**config.mk**
```make
export PLATFORM = sky130hd
export DESIGN_NAME = spi_rb_slave
export DESIGN_NICKNAME = d
export VERILOG_FILES = /design/src/rtl/spi_rb_pkg.sv /design/src/rtl/spi_rb_sync.sv /design/src/rtl/spi_rb_shifter.sv /design/src/rtl/spi_rb_regbank.sv /design/src/rtl/spi_rb_slave.sv
export SDC_FILE = /design/constraint.sdc
export NUM_CORES = 1
export LEC_CHECK = 0
export ABC_AREA = 1
export ABC_CLOCK_PERIOD_IN_PS = 5000
export BUFFER_PORTS_ARGS = -buffer_cell sky130_fd_sc_hd__buf_2
export CAP_MARGIN = 20
export CORE_ASPECT_RATIO = 1.4
export CORE_MARGIN = 4
export CORE_UTILIZATION = 45
export DETAILED_ROUTE_END_ITERATION = 6
export HOLD_SLACK_MARGIN = 0.08
export MAX_ROUTING_LAYER = met4
export SKIP_CTS_REPAIR_TIMING = 1
export SLEW_MARGIN = 25
export SYNTH_ARGS = -nofsm -noshare
export SYNTH_HDL_FRONTEND = slang
export SYNTH_SLANG_ARGS = --single-unit
```
**constraint.sdc**
```tcl
create_clock -name clk -period 5 [get_ports clk]
set_clock_uncertainty 0.15 [all_clocks]
set_input_delay 0.5 -clock clk [delete_from_list [all_inputs] [get_ports clk]]
set_output_delay 0.5 -clock clk [all_outputs]
set_load 0.005 [all_outputs]
```
**src/rtl/spi_rb_pkg.sv**
```systemverilog
package spi_rb_pkg;
  localparam int FRAME_BITS = 32;
  localparam int DATA_W     = 24;
  localparam int IDX_W      = 5;
  localparam int SEL_W      = 3;
  localparam logic [SEL_W-1:0] DEV_SEL = 3'b000;

  // payload occupies the first bits shifted in
  function automatic logic [DATA_W-1:0] fr_data(input logic [FRAME_BITS-1:0] f);
    return f[FRAME_BITS-1 -: DATA_W];
  endfunction

  function automatic logic [IDX_W-1:0] fr_idx(input logic [FRAME_BITS-1:0] f);
    return f[SEL_W +: IDX_W];
  endfunction

  function automatic logic [SEL_W-1:0] fr_sel(input logic [FRAME_BITS-1:0] f);
    return f[SEL_W-1:0];
  endfunction

  // read-back word: register bits first, zero padding after
  function automatic logic [FRAME_BITS-1:0] rb_word(input logic [DATA_W-1:0] d);
    return {d, {(FRAME_BITS-DATA_W){1'b0}}};
  endfunction
endpackage

```
**src/rtl/spi_rb_sync.sv**
```systemverilog
module spi_rb_sync #(
  parameter int W      = 3,
  parameter int STAGES = 2
) (
  input  logic         clk,
  input  logic         rst_n,
  input  logic [W-1:0] d,
  output logic [W-1:0] q
);
  logic [STAGES-1:0][W-1:0] st;

  always_ff @(posedge clk or negedge rst_n) begin
    if (!rst_n) begin
      st <= '0;
    end else begin
      st[0] <= d;
      for (int g = 1; g < STAGES; g++) st[g] <= st[g-1];
    end
  end

  assign q = st[STAGES-1];
endmodule

```
**src/rtl/spi_rb_shifter.sv**
```systemverilog
module spi_rb_shifter #(
  parameter int FRAME_BITS = 32,
  parameter int CNT_W      = $clog2(FRAME_BITS + 2)
) (
  input  logic                  clk,
  input  logic                  rst_n,
  input  logic                  sck_rise,
  input  logic                  sen_rise,
  input  logic                  sdi,
  input  logic                  load,
  input  logic [FRAME_BITS-1:0] load_word,
  output logic [FRAME_BITS-1:0] frame_o,
  output logic [CNT_W-1:0]      cnt_o,
  output logic                  sdo_bit
);
  localparam logic [CNT_W-1:0] CNT_MAX = CNT_W'(FRAME_BITS + 1);

  logic [FRAME_BITS-1:0] in_sr, out_sr;
  logic [CNT_W-1:0]      cnt_q;
  logic                  sdo_q;

  always_ff @(posedge clk or negedge rst_n) begin
    if (!rst_n) begin
      in_sr  <= '0;
      out_sr <= '0;
      cnt_q  <= '0;
      sdo_q  <= 1'b0;
    end else begin
      if (sen_rise)                         cnt_q <= '0;
      else if (sck_rise && cnt_q != CNT_MAX) cnt_q <= cnt_q + 1'b1;
      if (sck_rise) in_sr <= {in_sr[FRAME_BITS-2:0], sdi};
      if (load) begin
        out_sr <= load_word;
        sdo_q  <= 1'b0;
      end else if (sck_rise) begin
        sdo_q  <= out_sr[FRAME_BITS-1];
        out_sr <= {out_sr[FRAME_BITS-2:0], 1'b0};
      end
    end
  end

  assign frame_o = in_sr;
  assign cnt_o   = cnt_q;
  assign sdo_bit = sdo_q;

  // each edge advances the frame count until saturation
  assert_edge_count_R3: assert property (@(posedge clk) disable iff (!rst_n)
    sck_rise && !sen_rise && cnt_q < CNT_MAX |=> cnt_q == $past(cnt_q) + 1'b1);
  // a strobe starts a fresh count
  assert_count_clear_R3: assert property (@(posedge clk) disable iff (!rst_n)
    sen_rise |=> cnt_q == '0);
endmodule

```
**src/rtl/spi_rb_regbank.sv**
```systemverilog
module spi_rb_regbank #(
  parameter int NUM_REGS = 8,
  parameter int DATA_W   = 24,
  parameter int AW       = 5
) (
  input  logic              clk,
  input  logic              rst_n,
  input  logic              wr_en,
  input  logic [AW-1:0]     wr_addr,
  input  logic [DATA_W-1:0] wr_data,
  input  logic [AW-1:0]     rd_addr,
  output logic [DATA_W-1:0] rd_data,
  output logic [AW-1:0]     ptr_o
);
  logic [DATA_W-1:0] regs [NUM_REGS];

  for (genvar i = 0; i < NUM_REGS; i++) begin : g_reg
    always_ff @(posedge clk or negedge rst_n) begin
      if (!rst_n)                             regs[i] <= '0;
      else if (wr_en && wr_addr == AW'(i))    regs[i] <= wr_data;
    end
    // a register moves only when addressed by a commit
    assert_reg_hold_R8: assert property (@(posedge clk) disable iff (!rst_n)
      !(wr_en && wr_addr == AW'(i)) |=> $stable(regs[i]));
  end

  // unmapped indices read as zero
  always_comb begin
    rd_data = '0;
    for (int i = 0; i < NUM_REGS; i++)
      if (rd_addr == AW'(i)) rd_data = regs[i];
  end

  assign ptr_o = regs[0][AW-1:0];
endmodule

```
**src/rtl/spi_rb_slave.sv**
```systemverilog
module spi_rb_slave #(
  parameter int NUM_REGS    = 8,
  parameter int SYNC_STAGES = 2
) (
  input  logic clk,
  input  logic rst_n,
  input  logic sck_i,
  input  logic sen_i,
  input  logic sdi_i,
  input  logic lock_det_i,
  output logic sdo_o,
  output logic sdo_oe_o
);
  import spi_rb_pkg::*;

  localparam int CNT_W = $clog2(FRAME_BITS + 2);

  logic [2:0]            pins_s;
  logic                  sck_s, sen_s, sdi_s, sck_d, sen_d;
  logic                  sck_rise, sen_rise;
  logic [FRAME_BITS-1:0] frame, load_word;
  logic [CNT_W-1:0]      cnt;
  logic                  sdo_bit;
  logic                  frame_ok, sel_hit, commit, arm, arm_d;
  logic                  rd_active, desel;
  logic [DATA_W-1:0]     rd_data;
  logic [IDX_W-1:0]      ptr;

  spi_rb_sync #(.W(3), .STAGES(SYNC_STAGES)) u_sync (
    .clk(clk), .rst_n(rst_n), .d({sck_i, sen_i, sdi_i}), .q(pins_s));

  assign {sck_s, sen_s, sdi_s} = pins_s;

  always_ff @(posedge clk or negedge rst_n) begin
    if (!rst_n) begin
      sck_d <= 1'b0;
      sen_d <= 1'b0;
    end else begin
      sck_d <= sck_s;
      sen_d <= sen_s;
    end
  end

  assign sck_rise = sck_s & ~sck_d;
  assign sen_rise = sen_s & ~sen_d;

  spi_rb_shifter #(.FRAME_BITS(FRAME_BITS), .CNT_W(CNT_W)) u_shift (
    .clk(clk), .rst_n(rst_n), .sck_rise(sck_rise), .sen_rise(sen_rise),
    .sdi(sdi_s), .load(arm_d), .load_word(load_word),
    .frame_o(frame), .cnt_o(cnt), .sdo_bit(sdo_bit));

  // frame qualification events
  assign frame_ok = sen_rise && (cnt == CNT_W'(FRAME_BITS));
  assign sel_hit  = fr_sel(frame) == DEV_SEL;
  assign commit   = frame_ok && sel_hit;
  assign arm      = commit && (fr_idx(frame) == '0) && !rd_active;

  spi_rb_regbank #(.NUM_REGS(NUM_REGS), .DATA_W(DATA_W), .AW(IDX_W)) u_bank (
    .clk(clk), .rst_n(rst_n), .wr_en(commit), .wr_addr(fr_idx(frame)),
    .wr_data(fr_data(frame)), .rd_addr(ptr), .rd_data(rd_data), .ptr_o(ptr));

  assign load_word = rb_word(rd_data);

  always_ff @(posedge clk or negedge rst_n) begin
    if (!rst_n) begin
      arm_d     <= 1'b0;
      rd_active <= 1'b0;
      desel     <= 1'b0;
    end else begin
      arm_d <= arm;
      if (sen_rise) rd_active <= arm;
      if (frame_ok) desel <= !sel_hit;
    end
  end

  assign sdo_o    = rd_active ? sdo_bit : lock_det_i;
  assign sdo_oe_o = !desel;

  // read-back persists until a strobe
  assert_readback_hold_R6: assert property (@(posedge clk) disable iff (!rst_n)
    rd_active && !sen_rise |=> rd_active);
  // a strobe during read-back always ends it
  assert_no_rearm_R7: assert property (@(posedge clk) disable iff (!rst_n)
    rd_active && sen_rise |=> !rd_active);
  // the pin is released only by a strobe
  assert_oe_drop_R4: assert property (@(posedge clk) disable iff (!rst_n)
    $fell(sdo_oe_o) |-> $past(sen_rise));
  // read-back data is never driven into a released pin
  assert_read_oe_R5: assert property (@(posedge clk) disable iff (!rst_n)
    rd_active |-> sdo_oe_o);
endmodule

```
# Word level (Yosys, flattened, before mapping)

Cells that the tools add are included.

Register bits: 274
Output and inout bits: 2
Logic and storage cells: 75

$add $sub $neg: 1
Equality and inequality tests: 16
Mux-type cells: 15
Bitwise gates (word level): 4
Reduce and logical (&&, ||, !) cells: 20

Operator list:

| operator            | number |
|---|---|
| $mux 24             | 8 |
| $mux 32             | 2 |
| $eq 5x3->1 const B  | 8 |
| $eq 5x2->1 const B  | 4 |
| $logic_and 1x1->1   | 12 |
| $mux 6              | 2 |
| $eq 5x1->1 const B  | 2 |
| $logic_not 5->1     | 2 |
| $add 6x1->6 const B | 1 |
| $eq 6x6->1 const B  | 1 |
| $ne 6x6->1 const B  | 1 |
| $reduce_bool 2->1   | 2 |
| $logic_not 1->1     | 3 |
| $logic_not 3->1     | 1 |
| $mux 1              | 3 |
| $and 1x1->1         | 2 |
| $not 1->1           | 2 |

# Depth between registers and ports, before layout

Gate-level depths: netlist (run 1).

Depth after elaboration: 10
Depth in mapped cells: 11

# By module

From an unflattened synthesis (run 1), not the netlist that was laid out.

Cell total of the unflattened synthesis: 1372
Area total of the unflattened synthesis: 12256.8 um^2

Modules (own cells, without submodules):

| module         | times used | cells each | area each (um^2) | sequential area each (um^2) |
|---|---|---|---|---|
| spi_rb_regbank | 1          | 1006       | 8735.9           | 4804.6 |
| spi_rb_shifter | 1          | 323        | 3070.4           | 1776.7 |
| spi_rb_slave   | 1          | 34         | 277.8            | 125.1 |
| spi_rb_sync    | 1          | 9          | 172.7            | 150.1 |

# Worst setup path before layout (run 1)

OpenSTA, ideal clock, no wires.

Path kind: register to register
Start point: register u_shift.cnt_q[0] (netlist: u_shift.cnt_o[0])
End point: register u_bank.regs[137] (netlist bit)
Library setup time: 0.130 ns
Arrival time: 1.721 ns
Data required time: 4.720 ns
Slack: 2.998 ns
Stages on the path, launching flop included: 12
Path buffers: 2
Period minus slack after synthesis: 2.002 ns
Path through: dfrtp_1 inv_1 ha_1 nand3_1 nor3_4 nand2_2 nor4_4 nand2_2 buf_2 buf_6 nand2_1 o21ai_1

Cells in the longest elaborated chain, start to end: 4

Ends and longest elaborated chain:

| what                            | RTL line             | source |
|---|---|---|
| from (decl)                     | spi_rb_shifter.sv:19 | `logic [CNT_W-1:0] cnt_q;` |
| from (signal assigned)          | spi_rb_shifter.sv:30 | `else if (sck_rise && cnt_q != CNT_MAX) cnt_q <= cnt_q + 1'b1;` |
| $eq 6x6->1                      | spi_rb_slave.sv:53   | `assign frame_ok = sen_rise && (cnt == CNT_W'(FRAME_BITS));` |
| $logic_and 1x1->1               | spi_rb_slave.sv:53   |  |
| $logic_and 1x1->1               | spi_rb_slave.sv:55   | `assign commit = frame_ok && sel_hit;` |
| $logic_and 1x1->1               | spi_rb_regbank.sv:20 | `else if (wr_en && wr_addr == AW'(i)) regs[i] <= wr_data;` |
| to (signal, indexed assignment) | spi_rb_regbank.sv:20 |  |
| to (decl)                       | spi_rb_regbank.sv:15 | `logic [DATA_W-1:0] regs [NUM_REGS];` |

Every way passes these cells.
A chain may end at the register's enable or synchronous reset.

# Worst setup path after layout (run 1)

Start point: register u_shift.cnt_q[0] (netlist: u_shift.cnt_o[0])
End point: register u_bank.regs[108] (netlist bit)

The elaborated chain is that of the path after synthesis.

==> flow_results.org, run 1 <==
** Floorplan
- Die area :: 28000 sq um
- Standard cell core area :: roughly 25000 sq um
- For this design the top-level I/O count stands at 8.
- Die height :: between 150 and 200 um
- Once the floorplan was initialized, standard cells occupied a little under half of the core.
- In this run the horizontal extent of the chip is approximately 140 um.
- Number of rows created at floorplan :: 68

** Global routing
- Maximum number of pins on one net before global-route repair :: 109
- Summed over all layers, the global routing overflow is 0.
- Global routing consumed, over all layers together, about a fifth of the routing resources.
- Via count of the first global-routing pass :: 8287
- Antenna violations before repair :: 0
- The first global-routing pass estimated 44700 um of wire.

** Worst setup path
- The cell that appears most often on the critical path is sky130_fd_sc_hd__nand2_2.
- In this run the number of cells on the critical path is 8.
- The worst setup path is launched from a flop.
- Worst setup path startpoint :: u_shift.cnt_o[0]
- Highest fanout seen on the critical path :: 48
- Data on the critical path arrives at its endpoint at 3.05 ns.
- By startpoint and endpoint, the worst setup path is classified as flop to flop.
- The worst setup path is captured at a flop.
- Worst path top cell family by delay :: simple AND/OR/NAND/NOR gates
- Largest stage delay on the critical path :: ~0.68 ns
- Cell count of the worst reg-to-reg path :: 8
- Worst-path cell chain :: inv_1 -> ha_1 -> nand3_1 -> nor3_4 -> nand2_2 -> nor4_4 -> nand2_2 -> o21ai_0
- Critical path's slowest cell :: sky130_fd_sc_hd__nand2_2
- Critical path buffers and inverters :: 1
- At the worst endpoint, the required time is 5.27 ns.
- The startpoint identified for the worst register-to-register timing path is u_shift.cnt_o[0].

** CTS
- Maximum number of buffers from clock root to sink :: 3
- CTS tree :: yes
- Clock transition at the register clock pins on the worst setup and hold paths after CTS :: around 0.060 ns
- For this design, the sink count on the clock tree is about 270.
- Level count of the clock H-tree :: 1
- The tree is rooted in a sky130_fd_sc_hd__clkbuf_16.
- Number of buffers created by CTS :: 27
- The later pin in the worst-skew pair is clocked with a latency of between 0.5 and 0.6 ns.

** Route
- For this block, the routed nets add up to roughly 27000 um of wire.
- For this block, the initial DRC count from the detailed router was 700.
- After detailed routing, the average wire length per cell comes to 16.4 um.
- First-pass iteration count of the detailed router :: 5
- For this run, design rule violations remaining after detail routing come to 0.
- Summed over all nets, wire length on met2 after detailed routing comes to about 13000 um.
- After detailed routing, the number of vias per cell comes to between 5 and 6.
- Length of routed wiring on met1 :: approximately 12000 um
- The highest metal layer carrying signal wires in the routed design is met4.
- ANT nets after route :: 0
- Met3 WL post-DR :: 871 um
- Via count :: ~8500

** Cells and area
- The post-route netlist has roughly 7.0% of its cells at a drive strength greater than 1.
- In the layout the commonest cells are 396 x sky130_fd_sc_hd__nand2_1, 266 x sky130_fd_sc_hd__dfrtp_1, 123 x sky130_fd_sc_hd__o21ai_0, 122 x sky130_fd_sc_hd__nor2_1, 115 x sky130_fd_sc_hd__o21ai_1.
- 0 antenna diodes ended up in the layout.
- Final layout net count :: approximately 1300
- The finished layout holds 1629 standard cells, fillers aside.
- Most common cell after layout, fill and taps aside :: sky130_fd_sc_hd__nand2_1
- From synthesis to final layout, the design area changed by 9.48%.

** Placed design
- Dpl cells :: 1578
- Number of port buffers :: 7
- The congestion estimate from routability-driven global placement came to between 0.8 and 0.9.
- Detailed Place HPWL :: 16200 um

** Synthesis
- The cell count after synthesis came out at between 1000 and 1500.
- After synthesis the netlist holds a flip-flop and latch count of approximately 270.
- The synthesized netlist contains 26 unique library cells.
- Sequential cell area fraction in the yosys report :: 58.4%
- YS warnings :: 0
- The average instance in the mapped netlist occupies a little under 9 sq um.
- Net Count, Synth :: around 1300
- Mapped cell area :: between 10000 and 15000 sq um

** Min path
- In this run the worst hold path is classified as flop to flop.
- Counting instances, the worst hold path has a depth of 0.
- In this run the most critical hold path is launched from u_sync.st[2].

** Pwr
- VDD sags by at most between 0.2 and 0.3 mV.
- Pwr dens :: 358 nW/um^2
- The analysis attributes to cell leakage a power of ~5.5 nW.

** Timing
- Share of the clock period used by the worst path :: between 50% and 60%
- The number of hold violations in the final report was 0.
- Maximum operating frequency :: 360 MHz
- Number of slew-limit violations in the final report :: 0
- Headroom to the max-slew limit came out at between 30% and 40%.
- Setup repair after global routing left no endpoint under its margin.
- Total Neg Setup Slack :: 0 ns
- Final hold analysis gives a worst-case slack of between 0.15 and 0.2 ns.
- Setup violations remaining at the end of the flow were counted as 0.
- Subtracting the final worst setup slack from the clock period gives 2.78 ns.
- Worst-margin pin slew :: 1.02 ns

** Status
- Run status :: finished clean

** Flow run
- Max-cap viol count :: 0
per-layer routing:
metal	global-route usage, %	vias up
met5	-	-
met4	4.19	0
met3	2.37	42
met2	32.7	111
met1	27.8	4130
li1	-	4209
cell type report:
class                      instances  area, sq um
sequential                       266         6660
clock inverter                     2         35.0
fill                            2376        12300
clock buffer                      44          840
tap                              315          394
inverter                          74          278
timing repair buffer              26          201
multi-input combinational        902         4060
metrics by stage:
step	total power, mW	area [sq um]	utilization [%]	setup WS (ns)
after floorplan	2.41	11400	-	3.00
after global placement	2.51	11500	46.6	2.05
after detailed placement	2.51	11500	46.6	1.98
after CTS	4.51	12400	50.1	1.95
after global routing	4.64	12500	50.4	1.90
final	4.46	12500	50.4	2.22
worst paths after layout:
check,to,slack (ns)
max,u_bank.regs[108],2.22
min,u_sync.q[2],0.20
max reg2reg,u_bank.regs[108],2.22
min reg2reg,u_sync.q[2],0.20
max in group asynchronous,u_bank.regs[167],3.08
min in group asynchronous,u_bank.regs[155],0.45
registers in the layout, summed over array words and instances (netlist names):
signal and flops:
arm_d 1, desel 1, rd_active 1, sck_d 1, sen_d 1, u_bank.ptr_o 5
u_bank.regs 187, u_shift.cnt_o 6, u_shift.frame_o 32, u_shift.out_sr 24, u_shift.sdo_bit 1, u_sync.q 3
u_sync.st 3
worst reg2reg max path: stages (launching register included):
cell	delay, ns
sky130_fd_sc_hd__dfrtp_1	0.41
sky130_fd_sc_hd__inv_1	0.10
sky130_fd_sc_hd__ha_1	0.15
sky130_fd_sc_hd__nand3_1	0.13
sky130_fd_sc_hd__nor3_4	0.16
sky130_fd_sc_hd__nand2_2	0.12
sky130_fd_sc_hd__nor4_4	0.36
sky130_fd_sc_hd__nand2_2	0.68
sky130_fd_sc_hd__o21ai_0	0.42
report_power, final:
part	internal [mW]	switching (mW)	total, mW
combinational	0.0492	0.153	0.202
clock	1.18	0.805	1.99
sequential	2.22	0.0468	2.27
cell usage after synthesis (all sizes together):
| master | count | share of area, % |
|---|---|---|
| clkbuf | 35 | 1.2 |
| nor4 | 2 | 0.37 |
| nor3 | 3 | 0.23 |
| a31oi | 1 | 0.055 |
| clkinv | 3 | 0.099 |
| nor2 | 131 | 4.4 |
| inv | 71 | 2.3 |
| nand3 | 25 | 1.1 |
| nand4 | 30 | 1.6 |
| o21ai | 247 | 11 |
| a211oi | 1 | 0.066 |
| nand2 | 406 | 14 |
| nor3b | 2 | 0.13 |
| dfrtp | 266 | 58 |
| o211ai | 1 | 0.066 |
| buf | 35 | 2.6 |
| ha | 3 | 0.33 |
| a21oi | 50 | 2.2 |
cell families after synthesis:
group	after synthesis	share of synthesized area, %
adders and majority gates	3	0.330
and+or+nand+nor	599	21.5
AOI/OAI and AO/OA	300	13.5
buffers and inverters	144	6.20
DFF	266	58.4
Note: power is estimated with default switching activity, not from simulation.
==> inputs of run 2 (changes only) <==
- ABC_CLOCK_PERIOD_IN_PS: 5000 -> 2750
- clock period: 5 -> 2.75 ns (I/O delays scaled with it)
==> run 2 against run 1 <==
  * Critical path depth rose by 2
  * Utilization increased by 0.77 points
  * Combinational power rose by 83%
  * Total power rose by 84%
  * Via count grew 0.37%
  * Wire length decreased by 0.18%
==> flow_results.org, run 2 (same netlist as run 1, synthesis figures left out) <==
** Status
- The run finished with clean final reports.

** Worst setup path
- Worst path top cell family by delay :: simple AND/OR/NAND/NOR gates
- Critical path startpoint category :: flop
- The biggest fanout along the worst timing path is 48 (unchanged).
- Worst-path cell chain :: inv_1 -> ha_1 -> nand3_1 -> nor3_4 -> nand2_2 -> nor4_4 -> nand2_2 -> buf_4 -> nand2_1 -> o21ai_0
- The arrival time at the worst endpoint was 2.48 ns (-0.57 ns).
- Kind of capture point of the worst setup path :: flop
- Among the stages of the critical path, the cell type that occurs most often is sky130_fd_sc_hd__nand2_2.
- Among all stages on the critical path, the largest delay is contributed by sky130_fd_sc_hd__dfrtp_1.
- The largest incremental delay on the critical path is 0.41 ns (-0.27 ns).
- The data required time at the worst endpoint was 2.99 ns (-2.28 ns).
- The number of buffers and inverters on the critical path is 2 (+1).
- Kind of critical path :: flop to flop

** Route
- The detailed router's first-iteration violation count came to 651 (-7.0%).
- Top Metal Used :: met4
- Routed length per instance :: 16.2 um (-1.3%)
- First-pass iteration count of the detailed router :: 5 (unchanged)
- The routed wire length on met2 is 13400 um (+2.7%).
- Via count :: 8523 (+0.37%)
- Length of routed wiring on met1 :: 12000 um (-2.1%)
- ANT nets after route :: 0 (unchanged)
- Met3 WL post-DR :: 719 um (-17%)
- The overall routed net length was 26700 um (-0.18%).
- Average via count per standard cell :: 5.17 (-0.73%)
- DRC violations left :: 0 (unchanged)

** CTS
- The clock latency on the worst-skew pair is 0.52 ns (about the same).
- Maximum number of buffers from clock root to sink :: 3 (unchanged)
- The number of buffers added by the clock tree synthesis step is 26 (-3.7%).
- Clock transition at the register clock pins on the worst setup and hold paths after CTS :: 0.06 ns (about the same)
- Number of sinks on the clock net :: 266 (unchanged)
- CTS tree :: yes
- Clock Root Buffer :: sky130_fd_sc_hd__clkbuf_16
- Level count of the clock H-tree :: 1 (unchanged)

** Placed design
- Dpl cells :: 1598 (+1.3%)
- Place WS :: 0.503 ns (-1.48 ns)
- Number of port buffers :: 7 (unchanged)
- Placed Instance Area :: 11700 sq um (+1.7%)
- The placer's final routability congestion estimate came to 0.832 (+3.8%).
- Detailed Place HPWL :: 16800 um (+3.7%)

** Timing
- The final count of negative-setup-slack endpoints is 0 (unchanged).
- The time the final worst path needs with I/O delays and setup is 2.25 ns (-0.533 ns).
- Count of final hold-check violations :: 0 (unchanged)
- Setup repair after global routing left no endpoint under its margin.
- Post-Route Hold Slack :: 0.165 ns (-0.0308 ns)
- Number of slew-limit violations in the final report :: 0 (unchanged)
- The final period utilization came to 81.7% (+26 points).
- Worst-margin pin slew :: 0.778 ns (-0.240 ns)
- The timing-limited maximum frequency came to 445 MHz (+24%).
- The worst-case headroom to the max-slew limit came to 48.1% (+16 points).
- Slack of the critical path :: 0.503 ns (-1.72 ns)
- Total Neg Setup Slack :: 0 ns (unchanged)

** Pwr
- The leakage power was 5.61 nW (+1.3%).
- Net switching fraction of the power :: 22.4% (-0.17 points)
- Maximum vdd drop :: 0.544 mV (+120%)
- NetSw :: 1.83 mW (+82%)
- Part of the power in combinational logic :: 4.5% (about the same)
- Internal power summed over all cells :: 6.36 mW (+84%)
- The total power draw was 8.20 mW (+84%).
- The part of the total power dissipated in the clock network is 45.1% (+0.5 points).
- The power density relative to cell area is 648 nW/um^2 (+81%).
- Reg power frac :: 50.4% (-0.5 points)

** Global routing
- The maximum number of pins on one net before global-route repair was 71 (-35%).
- The remaining global-route overflow was 0 (unchanged).
- Via count of the first global-routing pass :: 8438 (+1.8%)
- Total Routing Usage GR :: 20.3% (+0.12 points)
- Global-route wire length before repair :: 44800 um (+0.29%)
- Antenna violations before repair :: 0 (unchanged)

** Floorplan
- The initial core utilization came to 46.0% (unchanged).
- The standard cell core area is 24800 sq um (unchanged).
- I/O pin total :: 8 (unchanged)
- The die width is 142 um (unchanged).
- Number of rows created at floorplan :: 68 (unchanged)
- The area of the die is 28000 sq um (unchanged).
- Die height :: 196 um (unchanged)

** Cells and area
- Final Core Density :: 51.1% (+0.77 points)
- Share of final-layout standard cells stronger than drive strength 1 :: 8.48% (+1.5 points)
- Most common cell after layout, fill and taps aside :: sky130_fd_sc_hd__nand2_1
- Growth of design area from synthesis to finish :: 11.2%
- Number of flip-flops under the largest register name :: 187 (unchanged)
- Most frequent cells in the layout :: 396 x sky130_fd_sc_hd__nand2_1, 266 x sky130_fd_sc_hd__dfrtp_1, 123 x sky130_fd_sc_hd__o21ai_0, 122 x sky130_fd_sc_hd__nor2_1, 115 x sky130_fd_sc_hd__o21ai_1
- Diodes inserted :: 0 (unchanged)
- The non-filler instance count after layout is 1647 (+1.1%).
- The final standard cell area without fillers came to 12700 sq um (+1.5%).
- Final layout net count :: 1324 (+1.4%)
- Register containing the most flip-flops in the final layout :: u_bank.regs

** Min path
- Worst hold path class :: input pin to asynchronous set/reset pin

** Flow run
- Max-cap viol count :: 0 (unchanged)
## run 2: cell count changes in the layout (fill, tap and decap cells not counted), sizes merged
cell and delta:
buf +19, clkbuf -7, clkinvlp +1, bufinv +2
clkinv +3
## run 2: worst paths after layout
path	start	to	slack (ns)	depth (start not counted)
hold / removal	rst_n	u_bank.regs[15]	0.17	2
min in group clk	u_sync.st[1]	u_sync.q[1]	0.20	0
max in group asynchronous	rst_n	u_sync.q[2]	1.53	3
setup / recovery	u_shift.cnt_o[0]	u_bank.regs[29]	0.50	10
hold reg to reg	u_sync.st[1]	u_sync.q[1]	0.20	0
setup reg to reg	u_shift.cnt_o[0]	u_bank.regs[29]	0.50	10
## run 2: final cells by class
class                   instances  area, sq um
repair buffers                 45          390
clock buffers                  37          773
flip-flops and latches        266         6660
fillers                      2388        12100
inverters                      74          278
clock inverters                 8          118
multi-input cells             902         4050
well taps                     315          394
## run 2: power by group through the flow
stage                     registers (mW)  clock network, mW  logic, mW
after floorplan                     4.18                  0      0.207
after global placement              4.20                  0      0.372
after detailed placement            4.20                  0      0.376
after CTS                           4.13               3.79      0.379
after global routing                4.15               3.93      0.436
final                               4.13               3.70      0.369
## run 2: per-layer routing
metal	vias to the layer above	global-route usage (%)
li1	4256	-
met2	91	33.9
met3	32	2.22
met4	0	4.90
met1	4144	26.9
met5	-	-
